<file path="src/rtl/ldx_pkg.sv">
package ldx_pkg;

  localparam int BUS_W      = 32;
  localparam int NUM_LANES  = BUS_W / 8;
  localparam int LANE_IDX_W = $clog2(NUM_LANES);

  typedef enum logic [1:0] {
    SZ_BYTE = 2'b00,
    SZ_HALF = 2'b01,
    SZ_WORD = 2'b10,
    SZ_RSVD = 2'b11
  } accSize_e;

  // Strobes from control to datapath
  typedef struct packed {
    logic                  misaligned;
    logic                  signFill;
    accSize_e              widthSel;
    logic [LANE_IDX_W-1:0] baseLane;
    logic [NUM_LANES-1:0]  strobe;
  } laneCtl_t;

endpackage

</file>
<file path="src/rtl/ldx_ctrl.sv">
module ldx_ctrl
  import ldx_pkg::*;
(
  input  logic [1:0]            accSize,
  input  logic                  signedLoad,
  input  logic [LANE_IDX_W-1:0] addrLow,
  input  logic                  bigEndian,
  output laneCtl_t              ctl
);

  logic [LANE_IDX_W-1:0] spanM1;   // bytes in the access minus one
  logic [NUM_LANES-1:0]  sizeMask;
  logic                  badAlign;
  logic [LANE_IDX_W-1:0] base;
  accSize_e              sizeCode;

  always_comb begin
    sizeCode = accSize_e'(accSize);
    unique case (sizeCode)
      SZ_BYTE: begin
        spanM1   = LANE_IDX_W'(0);
        sizeMask = NUM_LANES'(1);
        badAlign = 1'b0;
      end
      SZ_HALF: begin
        spanM1   = LANE_IDX_W'(1);
        sizeMask = NUM_LANES'(3);
        badAlign = addrLow[0];
      end
      SZ_WORD: begin
        spanM1   = LANE_IDX_W'(NUM_LANES - 1);
        sizeMask = '1;
        badAlign = |addrLow;
      end
      default: begin
        spanM1   = LANE_IDX_W'(NUM_LANES - 1);
        sizeMask = '1;
        badAlign = 1'b1;
      end
    endcase

    // Lane of the least significant byte of the item
    if (bigEndian)
      base = LANE_IDX_W'(NUM_LANES - 1) - addrLow - spanM1;
    else
      base = addrLow;

    ctl.misaligned = badAlign;
    ctl.signFill   = signedLoad && (sizeCode != SZ_WORD);
    ctl.widthSel   = sizeCode;
    ctl.baseLane   = base;
    ctl.strobe     = badAlign ? '0 : NUM_LANES'(sizeMask << base);
  end

  // Reserved code must always be flagged
  always_comb begin
    if (accSize == 2'b11)
      a_r1_reserved_flagged : assert (ctl.misaligned && ctl.strobe == '0);
  end

endmodule

</file>
<file path="src/rtl/ldx_datapath.sv">
module ldx_datapath
  import ldx_pkg::*;
(
  input  logic             clk,
  input  logic             rstN,
  input  laneCtl_t         ctl,
  input  logic [BUS_W-1:0] readData,
  input  logic [BUS_W-1:0] storeData,
  output logic [BUS_W-1:0] loadResult,
  output logic [BUS_W-1:0] storeLanes,
  output logic [NUM_LANES-1:0] byteStrobe,
  output logic             misaligned
);

  localparam int SHIFT_W = LANE_IDX_W + 3;

  logic [SHIFT_W-1:0]   bitShift;
  logic [BUS_W-1:0]     shiftedRd;
  logic [BUS_W-1:0]     widthMask;
  logic                 topBit;
  logic [BUS_W-1:0]     loadNext;
  logic [BUS_W-1:0]     laneMaskBits;
  logic [BUS_W-1:0]     lanesNext;

  assign bitShift = {ctl.baseLane, 3'b000};

  // Widen per-lane strobes into a bit mask
  for (genvar g = 0; g < NUM_LANES; g++) begin : g_laneMask
    assign laneMaskBits[8*g +: 8] = {8{ctl.strobe[g]}};
  end

  always_comb begin
    shiftedRd = readData >> bitShift;
    unique case (ctl.widthSel)
      SZ_BYTE: begin
        widthMask = BUS_W'(8'hFF);
        topBit    = shiftedRd[7];
      end
      SZ_HALF: begin
        widthMask = BUS_W'(16'hFFFF);
        topBit    = shiftedRd[15];
      end
      default: begin
        widthMask = '1;
        topBit    = shiftedRd[BUS_W-1];
      end
    endcase

    if (ctl.misaligned)
      loadNext = '0;
    else
      loadNext = (shiftedRd & widthMask) |
                 ({BUS_W{ctl.signFill && topBit}} & ~widthMask);

    lanesNext = (storeData << bitShift) & laneMaskBits;
  end

  always_ff @(posedge clk or negedge rstN) begin
    if (!rstN) begin
      loadResult <= '0;
      storeLanes <= '0;
      byteStrobe <= '0;
      misaligned <= 1'b0;
    end else begin
      loadResult <= loadNext;
      storeLanes <= lanesNext;
      byteStrobe <= ctl.strobe;
      misaligned <= ctl.misaligned;
    end
  end

  // A flagged access leaves every data output quiet
  a_r12_quiet_when_flagged : assert property (@(posedge clk) disable iff (!rstN)
    misaligned |-> (byteStrobe == '0 && storeLanes == '0 && loadResult == '0));

  // Lanes that are not strobed carry no data
  a_r11_unstrobed_lanes_zero : assert property (@(posedge clk) disable iff (!rstN)
    (byteStrobe == '0) |-> (storeLanes == '0));

endmodule

</file>
<file path="src/rtl/ldx_align_unit.sv">
module ldx_align_unit
  import ldx_pkg::*;
(
  input  logic        clk,
  input  logic        rstN,
  input  logic [1:0]  accSize,
  input  logic        signedLoad,
  input  logic [1:0]  addrLow,
  input  logic        bigEndian,
  input  logic [31:0] readData,
  input  logic [31:0] storeData,
  output logic [31:0] loadResult,
  output logic [31:0] storeLanes,
  output logic [3:0]  byteStrobe,
  output logic        misaligned
);

  laneCtl_t ctl;

  ldx_ctrl u_ctrl (
    .accSize    (accSize),
    .signedLoad (signedLoad),
    .addrLow    (addrLow),
    .bigEndian  (bigEndian),
    .ctl        (ctl)
  );

  ldx_datapath u_dp (
    .clk        (clk),
    .rstN       (rstN),
    .ctl        (ctl),
    .readData   (readData),
    .storeData  (storeData),
    .loadResult (loadResult),
    .storeLanes (storeLanes),
    .byteStrobe (byteStrobe),
    .misaligned (misaligned)
  );

  // byte access strobes exactly one lane
  a_r10_byte_one_lane : assert property (@(posedge clk) disable iff (!rstN)
    (accSize == 2'b00) |=> ($countones(byteStrobe) == 1));

  // aligned halfword strobes an adjacent lane pair
  a_r11_half_pair : assert property (@(posedge clk) disable iff (!rstN)
    (accSize == 2'b01 && !addrLow[0]) |=> (byteStrobe == 4'b0011 || byteStrobe == 4'b1100));

  // aligned word strobes every lane
  a_r11_word_all_lanes : assert property (@(posedge clk) disable iff (!rstN)
    (accSize == 2'b10 && addrLow == 2'b00) |=> (byteStrobe == 4'b1111));

  // unsigned narrow loads carry zero upper bits
  a_r7_byte_zero_fill : assert property (@(posedge clk) disable iff (!rstN)
    (accSize == 2'b00 && !signedLoad) |=> (loadResult[31:8] == '0));

  a_r7_half_zero_fill : assert property (@(posedge clk) disable iff (!rstN)
    (accSize == 2'b01 && !signedLoad) |=> (loadResult[31:16] == '0));

  // signed byte result has uniform upper bits
  a_r8_byte_sign_copy : assert property (@(posedge clk) disable iff (!rstN)
    (accSize == 2'b00 && signedLoad) |=> (loadResult[31:7] == '0 || loadResult[31:7] == '1));

  // aligned word load passes the bus word through
  a_r9_word_passthrough : assert property (@(posedge clk) disable iff (!rstN)
    (accSize == 2'b10 && addrLow == 2'b00) |=> (loadResult == $past(readData)));

endmodule

</file>
<file path="config.mk">
export PLATFORM = sky130hd
export DESIGN_NAME = ldx_align_unit
export DESIGN_NICKNAME = d
export VERILOG_FILES = /design/src/rtl/ldx_pkg.sv /design/src/rtl/ldx_ctrl.sv /design/src/rtl/ldx_datapath.sv /design/src/rtl/ldx_align_unit.sv
export SDC_FILE = /design/constraint.sdc
export NUM_CORES = 1
export LEC_CHECK = 0
export BUFFER_PORTS_ARGS = -buffer_cell sky130_fd_sc_hd__buf_4
export CAP_MARGIN = 20
export CORE_ASPECT_RATIO = 0.6
export CORE_MARGIN = 2
export CORE_UTILIZATION = 40
export CTS_BUF_LIST = sky130_fd_sc_hd__clkbuf_8 sky130_fd_sc_hd__clkbuf_16
export CTS_CLUSTER_SIZE = 10
export DETAILED_ROUTE_END_ITERATION = 8
export PLACE_DENSITY = 0.69
export SYNTH_ARGS = -nofsm -noshare
export SYNTH_HDL_FRONTEND = slang
export SYNTH_HIERARCHICAL = 1
export SYNTH_SLANG_ARGS = --single-unit
</file>
<file path="constraint.sdc">
create_clock -name clk -period 0.8 [get_ports clk]
set_input_delay 0.12 -clock clk [delete_from_list [all_inputs] [get_ports clk]]
set_output_delay 0.12 -clock clk [all_outputs]
set_load 0.03 [all_outputs]
</file>
Word level (Yosys, flattened, before mapping)
Index checks and enable logic that the tools add are counted.
{"block": "word_totals", "register_bits": 69, "inputBits": 72, "out_inout_bits": 69, "wordCells": 29}
{"block": "classes", "addsub": 2, "eq_ne": 3, "shifts": 3, "n_mux": 8, "bitwise_logic": 5, "reduce_logical": 4}
{"cell": "32-bit bitwise AND", "n": 3}
{"cell": "32-bit case mux with 2 select lines", "n": 1}
{"cell": "32-bit two-way mux", "n": 1}
{"cell": "32-bit inverter", "n": 1}
{"cell": "32-bit bitwise OR", "n": 1}
{"cell": "32-bit by 5-bit left shift with 32-bit output", "n": 1}
{"cell": "32-bit by 5-bit >> shifter with 32-bit output", "n": 1}
{"cell": "4-bit case mux with 2 select lines", "n": 1}
{"cell": "4-bit two-way mux", "n": 1}
{"cell": "2-bit case mux with 2 select lines", "n": 1}
{"cell": "4-bit by 2-bit left shift with 4-bit output", "n": 1}
{"cell": "1-bit case mux with 3 select lines", "n": 1}
{"cell": "2-bit by 1-bit equality test with 1-bit output (second input constant)", "n": 1}
{"cell": "2-bit equality test (second input constant)", "n": 1}
{"cell": "1-bit logical AND", "n": 2}
{"cell": "2-bit logical NOT", "n": 1}
{"cell": "2-bit two-way mux", "n": 1}
{"cell": "2-bit != test (second input constant)", "n": 1}
{"cell": "1-bit case mux with 2 select lines", "n": 1}
{"cell": "2-bit OR reduction", "n": 1}
{"cell": "2-bit subtractor", "n": 1}
{"cell": "2-bit subtractor (first input constant)", "n": 1}

Logic depth before layout (Yosys ltp)
{"block": "depth", "depth_word": 10, "depth_mapped": 10, "depth_no_buf": 8}

Modules after synthesis
Netlist, hierarchy kept.
{"module": "ldx_datapath", "instances": 1, "cells_per_inst": 275, "area_each_um2": 3201.8, "seq_area_each_um2": 1726.7}
{"module": "ldx_ctrl", "instances": 1, "cells_per_inst": 28, "area_each_um2": 195.2, "seq_area_each_um2": 0.0}

Least setup slack after synthesis
No wires, ideal clock.
{"block": "synth_path", "kind": "in2reg", "from": "input port accSize[1]", "to": "register u_dp.loadResult[10]", "setup_ps": 136, "arrival_ps": 2194, "required_ps": 664, "setup_slack_ps": -1531, "stages": 9, "n_path_buf": 1, "path_cell_list": "or2_2 ha_1 xnor2_1 nand2_2 xnor2_2 buf_6 mux4_2 a211oi_4 nor3_1"}
{"element": "start: declaration", "line_no": "ldx_align_unit.sv:6", "source": "input logic [1:0] accSize,"}
{"element": "end signal: assignment", "line_no": "ldx_datapath.sv:65", "source": "loadResult <= loadNext;"}
{"element": "end: declaration", "line_no": "ldx_datapath.sv:9", "source": "output logic [BUS_W-1:0] loadResult,"}

==> summary.md <==
| Metric | Value |
|---|---|
| Run status | finished, violations left |
| Violated checks | setup timing |
| Net switching power | 3.825 mW |
| Global routing usage on met2 | 0.4033 |
| Number of endpoints failing setup at the final stage | ~140 |
| CTS H-tree lvls | 3 |
| Per-cell routed wire length | 20.94 µm |
| Internal Pwr Total | ~9 mW |
| Synthesized instance count | approximately 300 |
| Switching share of power | 0.2961 |
| CP Data Required Time | 1.01 ns |
| Startpoint type of the worst setup path | primary input |
| Final Cell Area | 6131 µm² |
| Cell with the most instances after synthesis | sky130_fd_sc_hd__dfrtp_1 |
| Most frequent cell on the critical path | sky130_fd_sc_hd__buf_4 |
| Via count of the first global-routing pass | 3,185 |
| Share of the clock period used by the worst path | 2.442 |
| Share of cells above drive strength 1 | 0.5787 |
| Starting density of the core | 0.4226 |
| CTS Root Cell | sky130_fd_sc_hd__clkbuf_16 |
| Critical Path Max Stage Delay | 0.43 ns |
| Summed instance area of the synthesized netlist | between 3000 and 4000 µm² |
| Sum of net half-perimeters after detailed placement | 8474 µm |
| Core ar. | 8039 µm² |
| Final hold violation count | 0 |
| Horizontal die dimension | 123.0 µm |
| Global Route met3 Usage | 0.06737 |
| Clock tree from TritonCTS | built |
| # nets final | 576 |
| All-layer global routing usage | 0.2617 |
| Portion of the post-synthesis area used by sequential elements | 0.5083 |
| Height of the die | ~75 µm |
| Fill cell total of the finished layout | approximately 520 |
| DR vias | 3,309 |
| Count of different cell masters after synthesis | 39 |
| Top cell type's share of synthesized area | 0.5083 |
| Number of CTS-inserted buffers | 9 |
| Number of enable flip-flop cells after synthesis | 0 |
| Critical path's slowest cell | sky130_fd_sc_hd__a221oi_1 |
| GRT busiest layer | met2 |
| Worst max-slew margin expressed relative to the limit | 0.4504 |
| Ys flop type | sky130_fd_sc_hd__dfrtp_1 |
| Least-Margin Pin Slew | a little over 0.8 ns |
| Post-layout util | 0.7626 |
| Nets in the synthesized netlist | ~380 |
| DRC violation count after routing | 0 |
| DIE AREA | 9270 µm² |
| Clock-pin slew reported for the worst setup and hold paths after clock tree synthesis | 0.06 ns |
| Number of DRC markers in iteration 0 | 330 |
| Antenna-violating nets left | 0 |
| Pre-Repair DR Iteration Count | 5 |
| Data arrival time of the critical path | 2.16 ns |
| Gpl congestion | 0.8413 |
| Cell family with the largest share of critical-path delay | buffers and inverters |
| Wire length of the first global-routing pass | 17,730 µm |
| GRT met1 Usage | 0.3760 |
| Synthesis-stage register bit count | 69 |
| Unrepaired setup endpoints after global routing | true |
| Tightest Hold Check Type | in -> reg |
| Number of port buffers | 140 |
| Clock network fraction of design power | 0.385 |
| Combinational power share | 0.313 |
| Ratio of routed vias to standard cells | 5.372 |
| Number of top-level pins | 141 |
| Peak supply drop | between 1000 and 1500 µV |
| Peak fanout along the critical path | 12 |
| Initial antenna violation count | 0 |
| Routed WL | between 10,000 and 15,000 µm |
| Avg Inst Size Synth | 11.21 µm² |
| Total power divided by cell area | 2107 nW/µm² |
| Static Leak | 3.022 nW |
| Maximum achievable frequency | 511.8 MHz |
| Ranking of synthesized cells by area | sky130_fd_sc_hd__dfrtp_1, sky130_fd_sc_hd__mux2i_1, sky130_fd_sc_hd__mux2_2 |
| Remaining global-route overflow | 0 |
| Instance area at placement | 5031 µm² |
| Post-synthesis async set-or-reset flop share | 1.000 |
| Final setup margin | -1.154 ns |
| Clock tree sinks | 69 |
| Cell accounting for the most synthesized area | sky130_fd_sc_hd__dfrtp_1 |
| Diode insertion count for antenna repair | 0 |
| Worst slack at placement | -1.494 ns |
| Endpoint kind of the worst setup timing path | flop |
| Critical setup path kind | in -> reg |
| Longest Clk Path Bufs | 2 |
| Site row count | 25 |
| Post-synth top cells | sky130_fd_sc_hd__dfrtp_1, sky130_fd_sc_hd__nand2_1, sky130_fd_sc_hd__mux2i_1 |
| Seq pwr share | 0.303 |
| Number of violations of the max-capacitance limit | 0 |
| Syn-to-layout area delta | 80.48% |
| Number of max-slew violations in the final report | 0 |
| List of cells traversed by the critical path | buf_6 > or2_4 > ha_4 > xnor2_2 > nand2_2 > xnor2_4 > buf_4 > inv_2 > buf_12 > buf_4 > a221oi_1 > nor3_2 |
| Warnings from Yosys | 6 |
| Post-route minimum period | 1.954 ns |
| Largest net degree at the start of global routing | 70 |
| Crit path buffers/inverters | 5 |
[cell type report]
cell class,count,area (µm²),share of cell area
clock buffer,9,225.2,0.03673
tap,108,135.1,0.02204
clock inverter,7,146.4,0.02388
multi-input combinational,212,1863,0.3039
inverter,2,7.507,0.001224
sequential,69,1727,0.2816
timing repair buffer,209,2027,0.3306
[cells in the final DEF (no fill, tap or decap), types with 2 or more instances in the layout]
master and instances:
sky130_fd_sc_hd__buf_4 118, sky130_fd_sc_hd__buf_6 76, sky130_fd_sc_hd__dfrtp_1 69, sky130_fd_sc_hd__nand2_1 31, sky130_fd_sc_hd__mux2i_1 24, sky130_fd_sc_hd__nor2_1 19
sky130_fd_sc_hd__o31ai_1 15, sky130_fd_sc_hd__and3_1 15, sky130_fd_sc_hd__clkbuf_16 11, sky130_fd_sc_hd__buf_12 9, sky130_fd_sc_hd__mux2_2 9, sky130_fd_sc_hd__and2_1 8
sky130_fd_sc_hd__o2bb2ai_1 8, sky130_fd_sc_hd__mux2_4 7, sky130_fd_sc_hd__nor3_2 6, sky130_fd_sc_hd__mux2i_2 6, sky130_fd_sc_hd__bufinv_16 4, sky130_fd_sc_hd__nor2_4 4
sky130_fd_sc_hd__a221oi_2 4, sky130_fd_sc_hd__a221oi_1 4, sky130_fd_sc_hd__a211oi_1 4, sky130_fd_sc_hd__buf_8 3, sky130_fd_sc_hd__nand2_2 3, sky130_fd_sc_hd__nand2b_1 3
sky130_fd_sc_hd__nor3_1 3, sky130_fd_sc_hd__a211oi_2 3, sky130_fd_sc_hd__clkinv_4 2, sky130_fd_sc_hd__or2_4 2, sky130_fd_sc_hd__nor2b_1 2, sky130_fd_sc_hd__o31ai_2 2
sky130_fd_sc_hd__nor3b_2 2, sky130_fd_sc_hd__nor2_2 2, sky130_fd_sc_hd__mux2i_4 2
[worst min-delay path, cell delays in order]
cell and delay (ns):
sky130_fd_sc_hd__buf_4 0.09, sky130_fd_sc_hd__nand2_1 0.05, sky130_fd_sc_hd__o31ai_1 0.05
[metrics by stage]
step / power, mW / hold WS [ns] / TNS, ns / cells
floorplan: 5.699 / -0.1756 / -68.49 / 303
global placement: 7.096 / 0.1465 / -88.44 / 585
detailed placement: 7.151 / 0.1589 / -92.20 / 585
CTS: 12.60 / 0.003509 / -72.86 / 612
global route: 13.31 / 0.01456 / -81.34 / 616
finish: 12.92 / 0.01406 / -75.78 / 616
[registers in the layout, indices dropped and copies added (netlist names)]
| name | cells |
|---|---|
| u_dp/byteStrobe | 4 |
| u_dp/loadResult | 32 |
| u_dp/storeLanes | 32 |
| u_dp/misaligned | 1 |
[power groups by stage]
stage	registers (mW)	logic (mW)	clock network [mW]
6_report	3.91	4.04	4.97
5_1_grt	3.93	4.21	5.17
4_1_cts	3.91	3.73	4.96
3_5_place_dp	3.91	3.24	0
3_3_place_gp	3.91	3.19	0
2_1_floorplan	4.45	1.25	0
[final timing paths]
path / start / endpoint / slack [ns] / depth (start not counted)
min in group asynchronous: rstN / u_dp/loadResult[7] / 0.32 / 3
max in group asynchronous: rstN / u_dp/storeLanes[12] / 0.16 / 3
min: readData[29] / u_dp/loadResult[29] / 0.01 / 3
max: accSize[0] / u_dp/loadResult[14] / -1.15 / 12
[per-layer routing]
layer	vias up	wire (µm)
met2	134	5984
met5	-	0
li1	1502	-
met4	0	146
met3	18	856
met1	1655	5914
[kinds of logic (layout without fill, tap and decap cells)]
group / Yosys count / count (layout) / share of synthesized area
buffers and inverters: 24 / 227 / 0.03904
flip-flops: 69 / 69 / 0.5083
AO/OA/AOI/OAI: 50 / 51 / 0.1289
AND/OR/NAND/NOR: 107 / 108 / 0.1562
XOR/XNOR: 3 / 3 / 0.009947
adder cells (fa/ha/maj): 1 / 1 / 0.003683
multiplexers: 49 / 49 / 0.1540
[repair_timing]
| action | CTS | global route |
|---|---|---|
| endpoints found under the hold margin | 69 | 0 |
| hold buffers | 1 | 0 |
| pin swaps | 14 | 6 |
| endpoints found under the setup margin | 138 | 138 |
| buffers inserted | 8 | 2 |
| cloned | 2 | 3 |
| gates resized for setup | 116 | 25 |
Note: power is estimated with default switching activity, not from simulation.
